File: config.mk
export PLATFORM = sky130hd
export DESIGN_NAME = e1_mf_overhead
export DESIGN_NICKNAME = d
export VERILOG_FILES = /design/src/rtl/oh_mf_pkg.sv /design/src/rtl/oh_slot_decode.sv /design/src/rtl/oh_sticky_flag.sv /design/src/rtl/oh_rx_collect.sv /design/src/rtl/oh_tx_insert.sv /design/src/rtl/e1_mf_overhead.sv
export SDC_FILE = /design/constraint.sdc
export NUM_CORES = 1
export LEC_CHECK = 0
export BUFFER_PORTS_ARGS = -buffer_cell sky130_fd_sc_hd__buf_2
export CAP_MARGIN = 20
export CORE_MARGIN = 2
export CORE_UTILIZATION = 30
export CTS_CLUSTER_DIAMETER = 120
export CTS_CLUSTER_SIZE = 8
export DETAILED_ROUTE_END_ITERATION = 10
export PLACE_DENSITY_LB_ADDON = 0.25
export SLEW_MARGIN = 20
export SYNTH_ARGS = -nofsm -noshare
export SYNTH_HDL_FRONTEND = slang
export SYNTH_SLANG_ARGS = --single-unit
File: constraint.sdc
create_clock -name clk -period 3.95 [get_ports clk]
set_clock_uncertainty 0.05 [all_clocks]
set_input_delay 0.1975 -clock clk [delete_from_list [all_inputs] [get_ports clk]]
set_output_delay 0.1975 -clock clk [all_outputs]
set_load 0.02 [all_outputs]
File: src/rtl/oh_mf_pkg.sv
// Package: shared constants and the slot-to-register mapping for the
// multiframe overhead buffers. Assumes an E1 timeslot zero of eight bits
// and alternating align / non-align frames, frame 0 being an align frame.
package oh_mf_pkg;
    localparam int NREG          = 8;                  // registers per direction
    localparam int BITS_PER_REG  = 8;                  // occurrences per multiframe
    localparam int SLOT_BITS     = 8;                  // bits in timeslot zero
    localparam int FRAMES        = 2 * BITS_PER_REG;   // frames per multiframe
    localparam int FRAME_W       = $clog2(FRAMES);
    localparam int POS_W         = $clog2(SLOT_BITS);
    localparam int IDX_W         = $clog2(NREG);
    localparam int DATA_W        = NREG * BITS_PER_REG;
    localparam int IDX_SI_ALIGN  = 7;
    localparam int IDX_SI_NALIGN = 6;
    localparam int IDX_ALARM     = 5;
    localparam int IDX_SA_FIRST  = 4;                  // Sa4; Sa8 sits at 0
    localparam int POS_ALARM     = 2;
    localparam int POS_SA_FIRST  = 3;

    typedef struct packed {
        logic             hit;
        logic [IDX_W-1:0] idx;
    } slot_map_t;

    // Map (frame type, bit position) to the register it feeds, if any.
    function automatic slot_map_t map_slot(input logic align, input logic [POS_W-1:0] pos);
        slot_map_t m;
        m.hit = 1'b0;
        m.idx = '0;
        if (align) begin
            if (pos == '0) begin
                m.hit = 1'b1;
                m.idx = IDX_W'(IDX_SI_ALIGN);
            end
        end else if (pos == '0) begin
            m.hit = 1'b1;
            m.idx = IDX_W'(IDX_SI_NALIGN);
        end else if (pos == POS_W'(POS_ALARM)) begin
            m.hit = 1'b1;
            m.idx = IDX_W'(IDX_ALARM);
        end else if (pos >= POS_W'(POS_SA_FIRST)) begin
            m.hit = 1'b1;
            m.idx = IDX_W'(IDX_SA_FIRST + POS_SA_FIRST) - IDX_W'(pos);
        end
        return m;
    endfunction
endpackage

File: src/rtl/oh_slot_decode.sv
// Slot decoder: turns frame number, bit position and strobes into a one-hot
// register select and a multiframe-end pulse. Assumes the frame number is
// already aligned to the CRC4 multiframe by the caller.
module oh_slot_decode
    import oh_mf_pkg::*;
(
    input  logic               bit_en,
    input  logic               ts0,
    input  logic [FRAME_W-1:0] frame,
    input  logic [POS_W-1:0]   pos,
    output logic [NREG-1:0]    sel,
    output logic               mf_end
);
    slot_map_t m;

    // Look up which register this bit position belongs to.
    assign m = map_slot(~frame[0], pos);

    // Raise at most one select, only for accepted timeslot-zero bits.
    always_comb begin
        sel = '0;
        if (bit_en && ts0 && m.hit) begin
            sel[m.idx] = 1'b1;
        end
    end

    // The last bit of frame 15's timeslot zero closes the multiframe.
    assign mf_end = bit_en && ts0 && (frame == FRAME_W'(FRAMES - 1))
                    && (pos == POS_W'(SLOT_BITS - 1));
endmodule

File: src/rtl/oh_sticky_flag.sv
// Sticky status flag: set by a hardware event, cleared by a host
// write-one-to-clear. A set in the same cycle as a clear wins.
module oh_sticky_flag (
    input  logic clk,
    input  logic rst_n,
    input  logic set,
    input  logic clr,
    output logic q
);
    // Hold the flag until the host clears it.
    always_ff @(posedge clk) begin
        if (!rst_n)   q <= 1'b0;
        else if (set) q <= 1'b1;
        else if (clr) q <= 1'b0;
    end

    p_flag_set_r5_r7: assert property (@(posedge clk) disable iff (!rst_n)
        set |=> q);
    p_flag_clear_r5_r7: assert property (@(posedge clk) disable iff (!rst_n)
        (clr && !set) |=> !q);
endmodule

File: src/rtl/oh_rx_collect.sv
// Receive collector: one shift register per overhead bit gathers a bit in
// each selected frame (first bit ends at the MSB). At the multiframe end the
// updated shift contents are copied to stable host buffers.
module oh_rx_collect
    import oh_mf_pkg::*;
(
    input  logic              clk,
    input  logic              rst_n,
    input  logic [NREG-1:0]   sel,
    input  logic              bit_in,
    input  logic              mf_end,
    output logic [DATA_W-1:0] data
);
    logic [BITS_PER_REG-1:0] shift_q [NREG];
    logic [BITS_PER_REG-1:0] shift_d [NREG];
    logic [BITS_PER_REG-1:0] hold_q  [NREG];

    for (genvar k = 0; k < NREG; k++) begin : g_reg
        // Next shift value: append the new bit at the LSB when selected.
        always_comb begin
            shift_d[k] = sel[k] ? {shift_q[k][BITS_PER_REG-2:0], bit_in} : shift_q[k];
        end

        // Advance the shifter; copy its updated value at the multiframe end.
        always_ff @(posedge clk) begin
            if (!rst_n) begin
                shift_q[k] <= '0;
                hold_q[k]  <= '0;
            end else begin
                shift_q[k] <= shift_d[k];
                if (mf_end) hold_q[k] <= shift_d[k];
            end
        end

        assign data[k*BITS_PER_REG +: BITS_PER_REG] = hold_q[k];

        p_hold_stable_r3: assert property (@(posedge clk) disable iff (!rst_n)
            !mf_end |=> $stable(hold_q[k]));
        p_shift_idle_r4: assert property (@(posedge clk) disable iff (!rst_n)
            !sel[k] |=> $stable(shift_q[k]));
    end
endmodule

File: src/rtl/oh_tx_insert.sv
// Transmit inserter: host-written staging bytes are loaded into shifters at
// the multiframe end; each shifter gives its MSB in its slot and shifts. The
// mask picks, per register, insertion or pass-through of the upstream bit.
module oh_tx_insert
    import oh_mf_pkg::*;
(
    input  logic             clk,
    input  logic             rst_n,
    input  logic             wr_en,
    input  logic [IDX_W-1:0] wr_sel,
    input  logic [BITS_PER_REG-1:0] wr_data,
    input  logic [NREG-1:0]  sel,
    input  logic             mf_end,
    input  logic [NREG-1:0]  mask,
    input  logic             bit_in,
    output logic             bit_out
);
    logic [BITS_PER_REG-1:0] stage_q [NREG];
    logic [BITS_PER_REG-1:0] shift_q [NREG];
    logic [NREG-1:0]         msb_v;

    for (genvar k = 0; k < NREG; k++) begin : g_reg
        // Staging register written by the host.
        always_ff @(posedge clk) begin
            if (!rst_n)                                   stage_q[k] <= '0;
            else if (wr_en && (wr_sel == IDX_W'(k)))      stage_q[k] <= wr_data;
        end

        // Load from staging at the multiframe end, otherwise shift when used.
        always_ff @(posedge clk) begin
            if (!rst_n)      shift_q[k] <= '0;
            else if (mf_end) shift_q[k] <= stage_q[k];
            else if (sel[k]) shift_q[k] <= {shift_q[k][BITS_PER_REG-2:0], 1'b0};
        end

        assign msb_v[k] = shift_q[k][BITS_PER_REG-1];

        p_sample_load_r7: assert property (@(posedge clk) disable iff (!rst_n)
            mf_end |=> (shift_q[k] == $past(stage_q[k])));
        p_shift_hold_r8: assert property (@(posedge clk) disable iff (!rst_n)
            (!mf_end && !sel[k]) |=> $stable(shift_q[k]));
    end

    // Replace the stream bit only in an enabled register's slot.
    assign bit_out = (|(sel & mask)) ? (|(sel & msb_v)) : bit_in;
endmodule

File: src/rtl/e1_mf_overhead.sv
// Top: receive and transmit overhead bit buffers over a CRC4 multiframe.
// Assumes frame number and timeslot-zero position come from an external
// multiframe aligner on each side; both sides run on one clock with strobes.
module e1_mf_overhead
    import oh_mf_pkg::*;
(
    input  logic               clk,
    input  logic               rst_n,
    input  logic               rx_bit_en,
    input  logic               rx_ts0,
    input  logic [FRAME_W-1:0] rx_frame,
    input  logic [POS_W-1:0]   rx_pos,
    input  logic               rx_bit,
    input  logic               rx_flag_clr,
    output logic               rx_mf_flag,
    output logic [DATA_W-1:0]  rx_sa_data,
    input  logic               tx_bit_en,
    input  logic               tx_ts0,
    input  logic [FRAME_W-1:0] tx_frame,
    input  logic [POS_W-1:0]   tx_pos,
    input  logic               tx_bit_in,
    input  logic [NREG-1:0]    tx_mask,
    input  logic               tx_wr_en,
    input  logic [IDX_W-1:0]   tx_wr_sel,
    input  logic [BITS_PER_REG-1:0] tx_wr_data,
    input  logic               tx_flag_clr,
    output logic               tx_mf_flag,
    output logic               tx_bit_out
);
    logic [NREG-1:0] rx_sel, tx_sel;
    logic            rx_end, tx_end;

    oh_slot_decode u_rx_dec (
        .bit_en(rx_bit_en), .ts0(rx_ts0), .frame(rx_frame), .pos(rx_pos),
        .sel(rx_sel), .mf_end(rx_end)
    );

    oh_rx_collect u_rx (
        .clk(clk), .rst_n(rst_n), .sel(rx_sel), .bit_in(rx_bit),
        .mf_end(rx_end), .data(rx_sa_data)
    );

    oh_sticky_flag u_rx_flag (
        .clk(clk), .rst_n(rst_n), .set(rx_end), .clr(rx_flag_clr), .q(rx_mf_flag)
    );

    oh_slot_decode u_tx_dec (
        .bit_en(tx_bit_en), .ts0(tx_ts0), .frame(tx_frame), .pos(tx_pos),
        .sel(tx_sel), .mf_end(tx_end)
    );

    oh_tx_insert u_tx (
        .clk(clk), .rst_n(rst_n), .wr_en(tx_wr_en), .wr_sel(tx_wr_sel),
        .wr_data(tx_wr_data), .sel(tx_sel), .mf_end(tx_end), .mask(tx_mask),
        .bit_in(tx_bit_in), .bit_out(tx_bit_out)
    );

    oh_sticky_flag u_tx_flag (
        .clk(clk), .rst_n(rst_n), .set(tx_end), .clr(tx_flag_clr), .q(tx_mf_flag)
    );
endmodule

==> flow_summary.yaml, run 1 <==
drt:
  first_iter_violations: 308
  drt_first_pass_iters: 4
  vias: 6132
  wl_per_cell_um: 16.64
  vias_per_cell: 4.660
  ant_nets: 0
  drt-total-wl_um: 21900
  drc: 0
floorplanning:
  dieArea_mm2: 0.03581
  initial_core_util: 0.3054
  die_height_um: 189.2
  chipWidth_um: 189.2
  rows: 67
  core_area_mm2: 0.03370
  io_pins: 111
synth:
  synth_simple_gate_area_frac: 0.1612
  synth_edf_count: 192
  ys_warn_count: 0
  synth_top_area_frac: 0.5602
  synth_mux_area_frac: 0.06868
  synth_top_family_by_area: "simple AND/OR/NAND/NOR gates"
  synth_xor_area_frac: 0
  syn_avg_cell_area_um2: 14.35
  synth_area_mm2: 0.01029
  async_reset_ff_frac: 0
  postSynthCellCount: 717
  synth_cell_types: 45
  synth_compound_area_frac: 0.06176
  synthTopCellsByArea: "edfxtp_1, dfxtp_1, mux2i_1"
  ys_seq_elements: 258
  synth_largest_area_cell: "edfxtp_1"
  synth_nets: 761
  synth_seq_area_share: 0.6885
  synthAdderAreaFrac: 0
  synth_ff_type: "edfxtp_1"
power_and_ir_drop:
  p_seq_frac: 0.489
  power_switching_w: 0.001348
  intPower_w: 0.004853
  power_leakage_nw: 4.503
  p_sw_frac: 0.2174
  p_clk_frac: 0.472
  power_density_mw_per_mm2: 498.5
  ir_drop_uv: 282.9
  pwr-share-comb: 0.040
setup_path:
  reg2reg_slack_ns: 2.98
  worstPathArrival_ns: 1.79
  cpPeakStageDelay_ns: 0.38
  path_common_cell: "mux2_2"
  crit_chain: "mux2_2, nand3_1, nand4_1, mux2_2, buf_2"
  reg2reg_to: "u_rx.hold_q[1][31]"
  r2r-start: "u_rx.shift_q[1][30]"
  crit_type: "reg2out"
  path_max_fanout: 1
  cp_slowest_cell: "edfxtp_1"
  startpoint_type: "register"
  r2r_cells: 2
  worstPathRequired_ns: 3.70
  worstSetupEndpointType: "output port"
timing:
  slew_headroom: 0.3524
  period_share: 0.5166
  timing.fmax_mhz: 490.0
  final-hold-violation-count: 0
  drv_slew: 0
  setup_tns_ns: 0
  finalCriticalPeriod_ns: 2.041
  setup_ws_ns: 1.909
  setup_viol: 0
  worstMarginPinSlew_ns: 0.9640
  rsz0062_at_grt: "no"
finish:
  finalNonFillerCells: 1316
  multi_input_area_mm2: 0.003025
  fillers: 3272
  antennaDiodeCount: 0
  final_area_mm2: 0.01244
  regArea_mm2: 0.007087
  drive_gt1_frac: 0.2627
  nets: 889
  syn_to_final_growth_pct: 20.86
  final_util: 0.3691
clock_network:
  clkSlewWorstSetupHoldPaths_ns: 0.05
  htreeDepth: 2
  clk_latency_ns: 0.51
  numCtsBuffers: 38
  cts_sinks: 258
  clock_path_buffers: 3
  cts_root_buffer: "clkbuf_16"
  cts_tree: "yes"
run_status:
  outcome: "complete, no violations"
worst_hold_path:
  hold_class: "in2reg"
  hold_depth: 3
  min_to: "u_tx_flag.q"
  min_from: "rst_n"
run:
  cap_viol_max_count: 0
placed_design:
  placed_area_mm2: 0.01134
  dp_hpwl_um: 13770
  gp_congestion: 0.7470
  dp.cells: 1251
  dp_slack_ns: 1.563
  numPortBuffers: 110
global_route:
  antenna_found_initial: 0
  track_usage: 0.1219
  grt_start_max_net_pins: 84
  grt_overflow: 0
  grt_pass1_wl_um: 34580
  first_global_vias: 6169
[cell usage after synthesis, types with 6 or more instances]
master and n:
nand2b_1 6, o21ai_0 10, clkbuf_1 14, edfxtp_1 192, buf_2 13, nor3_1 31
nand3_1 9, a22o_1 56, mux2i_1 65, dfxtp_1 66, nor3_2 39, and2_1 72
nor2_1 73, nand2_1 17
[routing by layer]
layer / share of wire / wire length [um] / vias up / GRT usage
li1: - / - / 2928 / -
met1: 0.47 / 10220 / 3000 / 0.1641
met2: 0.44 / 9663 / 167 / 0.1909
met3: 0.073 / 1594 / 37 / 0.03373
met4: 0.019 / 422 / 0 / 0.03846
met5: 0 / 0 / - / 0
[critical path, delay by kind of cell (launching register included)]
| family | cells | cell delay (ns) |
|---|---|---|
| DFF | 1 | 0.38 |
| muxes | 2 | 0.55 |
| buffers and inverters | 1 | 0.16 |
| and+or+nand+nor | 2 | 0.21 |
[per-stage QoR]
stage / total power (W) / hold slack, ns
2_1_floorplan: 0.003209 / 0.2486
3_3_place_gp: 0.003331 / 0.3381
3_5_place_dp: 0.003331 / 0.3420
4_1_cts: 0.006297 / 0.05668
5_1_grt: 0.006427 / 0.09264
6_report: 0.006200 / 0.08456
[sequential cells by signal (all words and copies together) (netlist names)]
register and flops:
u_rx.hold_q 64, u_rx.shift_q 64, u_tx.shift_q 64, u_tx.stage_q 64
u_rx_flag.q 1, u_tx_flag.q 1
[layout make-up]
class / instances / share of cell area
flip-flops and latches: 258 / 0.5697
clock buffers: 59 / 0.08278
inverters: 1 / 0.0005029
multi-input cells: 420 / 0.2432
clock inverters: 4 / 0.003420
repair buffers: 126 / 0.05532
well taps: 448 / 0.04506
[cells by family after synthesis]
group                  Yosys count
muxes                           70
DFF                            258
and+or+nand+nor                273
buffers and inverters           39
AOI/OAI and AO/OA               77
[how the worst max path moves through the flow]
stage                                   start                  to  depth (start not counted)
after floorplan                     rx_pos[1]   u_rx.hold_q[0][0]                          6
after global placement                  rst_n  u_rx.hold_q[1][25]                          4
after detailed placement                rst_n  u_rx.hold_q[1][20]                          4
after CTS                 u_tx.shift_q[0][31]          tx_bit_out                          5
after global routing      u_tx.shift_q[0][31]          tx_bit_out                          5
final                     u_tx.shift_q[0][31]          tx_bit_out                          5
[repair_timing]
| action | in CTS | in global routing |
|---|---|---|
| endpoints found under the setup margin | 0 | 0 |
| setup buffers | 0 | 0 |
| hold buffers | 2 | 0 |
| hold endpoints to repair | 2 | 0 |
| gates resized for setup | 0 | 0 |
[power by group through the flow]
stage / Sequential, W / Clock [W] / Combinational [W]
floorplan: 0.00311 / 0 / 0.000101
global placement: 0.00308 / 0 / 0.000249
detailed placement: 0.00308 / 0 / 0.000250
CTS: 0.00303 / 0.00302 / 0.000252
global route: 0.00304 / 0.00312 / 0.000269
finish: 0.00303 / 0.00293 / 0.000246
[placed cells by master (no fill, tap or decap), types with 2 or more instances in the layout]
cell and n:
nand3_1 9, buf_2 110, nor3_4 2, nor2b_1 2, dlygate4sd3_1 2, a22o_1 56
buf_4 13, dfxtp_1 66, clkbuf_16 38, nor2_2 2, or3_1 2, o31ai_1 2
nand2_2 2, o21ai_0 6, mux2_2 5, and3b_1 2, nor3_2 39, mux2i_1 65
and2_1 72, or2_2 2, clkbuf_1 21, o21ai_1 4, nor3_1 31, nand4_4 2
edfxtp_1 192, nor2_1 73, nand2b_1 6, nand3b_1 2, nand4_1 2, inv_6 2
nand2_1 16
Power figures use the tool's default switching activity.
==> run 2: changes to the inputs <==
clock period = 1.9 ns   (was 3.95 ns; I/O delays follow)
==> run 2 against run 1 <==
First-iteration DRC count rose by 2.3%. Total power grew 110%. Non-clock buffer count grew 26. Via count up 0.67%. Cell count up 2.0%. Hold slack worse by 0.081 ns. Final area rose by 2.5%.
==> flow_summary.yaml, run 2 (same netlist as run 1, synthesis figures left out) <==
clock_network:
  clk_latency_ns: 0.51
  cts_root_buffer: "clkbuf_16"
  clkSlewWorstSetupHoldPaths_ns: 0.05
  clock_path_buffers: 3
  numCtsBuffers: 38
  cts_tree: "yes"
  cts_sinks: 258
  htreeDepth: 2
timing:
  finalCriticalPeriod_ns: 1.894
  worstMarginPinSlew_ns: 0.9070
  setup_tns_ns: 0
  period_share: 0.9970
  drv_slew: 0
  slew_headroom: 0.3907
  timing.fmax_mhz: 527.9
  setup_viol: 0
  setup_ws_ns: 0.005749
  rsz0062_at_grt: "yes"
  final-hold-violation-count: 0
drt:
  first_iter_violations: 315
  vias: 6173
  drt-total-wl_um: 22100
  drt_first_pass_iters: 4
  vias_per_cell: 4.600
  wl_per_cell_um: 16.47
  drc: 0
  ant_nets: 0
floorplanning:
  chipWidth_um: 189.2
  initial_core_util: 0.3054
  die_height_um: 189.2
  rows: 67
  core_area_mm2: 0.03370
  dieArea_mm2: 0.03581
  io_pins: 111
setup_path:
  endpoint: "tx_bit_out"
  reg2reg_slack_ns: 0.74
  r2r-start: "u_tx_flag.q"
  crit_type: "reg2out"
  startpoint_type: "register"
  path_max_fanout: 1
  worstSetupEndpointType: "output port"
  crit_path_start: "u_tx.shift_q[0][31]"
  worstPathArrival_ns: 1.75
  r2r_cells: 3
  worstPathRequired_ns: 1.75
  reg2reg_to: "u_tx_flag.q"
power_and_ir_drop:
  ir_drop_uv: 580.5
  power_density_mw_per_mm2: 1010
  power.total_w: 0.01288
  power_leakage_nw: 4.679
finish:
  final_area_mm2: 0.01275
  final_common_cell: "edfxtp_1"
  finalNonFillerCells: 1342
  layout_common_cells: "edfxtp_1, buf_2, nor2_1, and2_1, dfxtp_1"
  nets: 915
  drive_gt1_frac: 0.2833
  fillers: 3237
  syn_to_final_growth_pct: 23.91
placed_design:
  numPortBuffers: 110
  placed_area_mm2: 0.01161
  dp_hpwl_um: 14240
  dp_slack_ns: 0.07596
  gp_congestion: 0.7655
  dp.cells: 1275
run_status:
  outcome: "complete, no violations"
global_route:
  track_usage: 0.1245
  grt_overflow: 0
  first_global_vias: 6315
  grt_start_max_net_pins: 69
  grt_pass1_wl_um: 35180
  antenna_found_initial: 0
run:
  cap_viol_max_count: 0
worst_hold_path:
  hold_class: "in2reg"
run 2: changes by cell type in the layout (fill, tap and decap cells not counted), moves of 2 or more:
cell           delta
buf_12            +7
buf_4            +17
dlygate4sd3_1     +2
mux2_2            -3
mux2_4            +3
nand3_1           -2
nand3_2           +2
o21ai_0           +4
o21ai_1           -4
run 2: cell type report:
| type | instances | area (um2) | area share |
|---|---|---|---|
| timing repair buffer | 152 | 982.2 | 0.07701 |
| clock buffer | 58 | 1026 | 0.08045 |
| multi-input combinational | 420 | 3047 | 0.2389 |
| antenna | 1 | 2.502 | 0.0001962 |
| sequential | 258 | 7087 | 0.5557 |
| inverter | 1 | 6.256 | 0.0004905 |
| clock inverter | 4 | 42.54 | 0.003336 |
| tap | 448 | 560.5 | 0.04395 |
run 2: power by group:
part / switching (W) / internal, W
logic: 0.000383 / 0.000174
clock network: 0.00233 / 0.00370
registers: 0.0000572 / 0.00624
total: 0.00277 / 0.0101
run 2: timing repair:
item,CTS,global route
setup buffers,0,0
setup endpoints to repair,1,1
resized for setup,7,0
hold buffers,4,0
hold endpoints to repair,5,0
pin swaps,2,1
run 2: critical path, cell delays in order (launching register included):
cell and delay (ns):
edfxtp_1 0.38, mux2_4 0.29, nand3_2 0.07, nand4_1 0.11, mux2_4 0.28, buf_6 0.13
run 2: through the flow:
step	hold slack, ns	util
global placement	0.2351	0.3447
finish	0.003464	0.3784
global route	0.01883	0.3784
CTS	0.001765	0.3784
detailed placement	0.2412	0.3447
floorplan	0.1461	-
run 2: how the worst min path moves through the flow:
stage	start	to	slack, ns	cells after the start
after global routing	tx_wr_data[6]	u_tx.stage_q[1][14]	0.02	2
after CTS	tx_wr_data[6]	u_tx.stage_q[0][6]	0.002	2
after floorplan	tx_flag_clr	u_tx_flag.q	0.15	1
final	rx_bit	u_rx.shift_q[1][16]	0.003	3
after global placement	tx_flag_clr	u_tx_flag.q	0.24	2
after detailed placement	tx_flag_clr	u_tx_flag.q	0.24	2
run 2: routing by layer:
layer  track usage  part of all wire  vias to the layer above
li1              -                 -                     2978
met1        0.1637              0.45                     3011
met2        0.1977              0.46                      150
met3       0.03707             0.071                       34
met4       0.03936             0.019                        0
met5             0                 0                        -
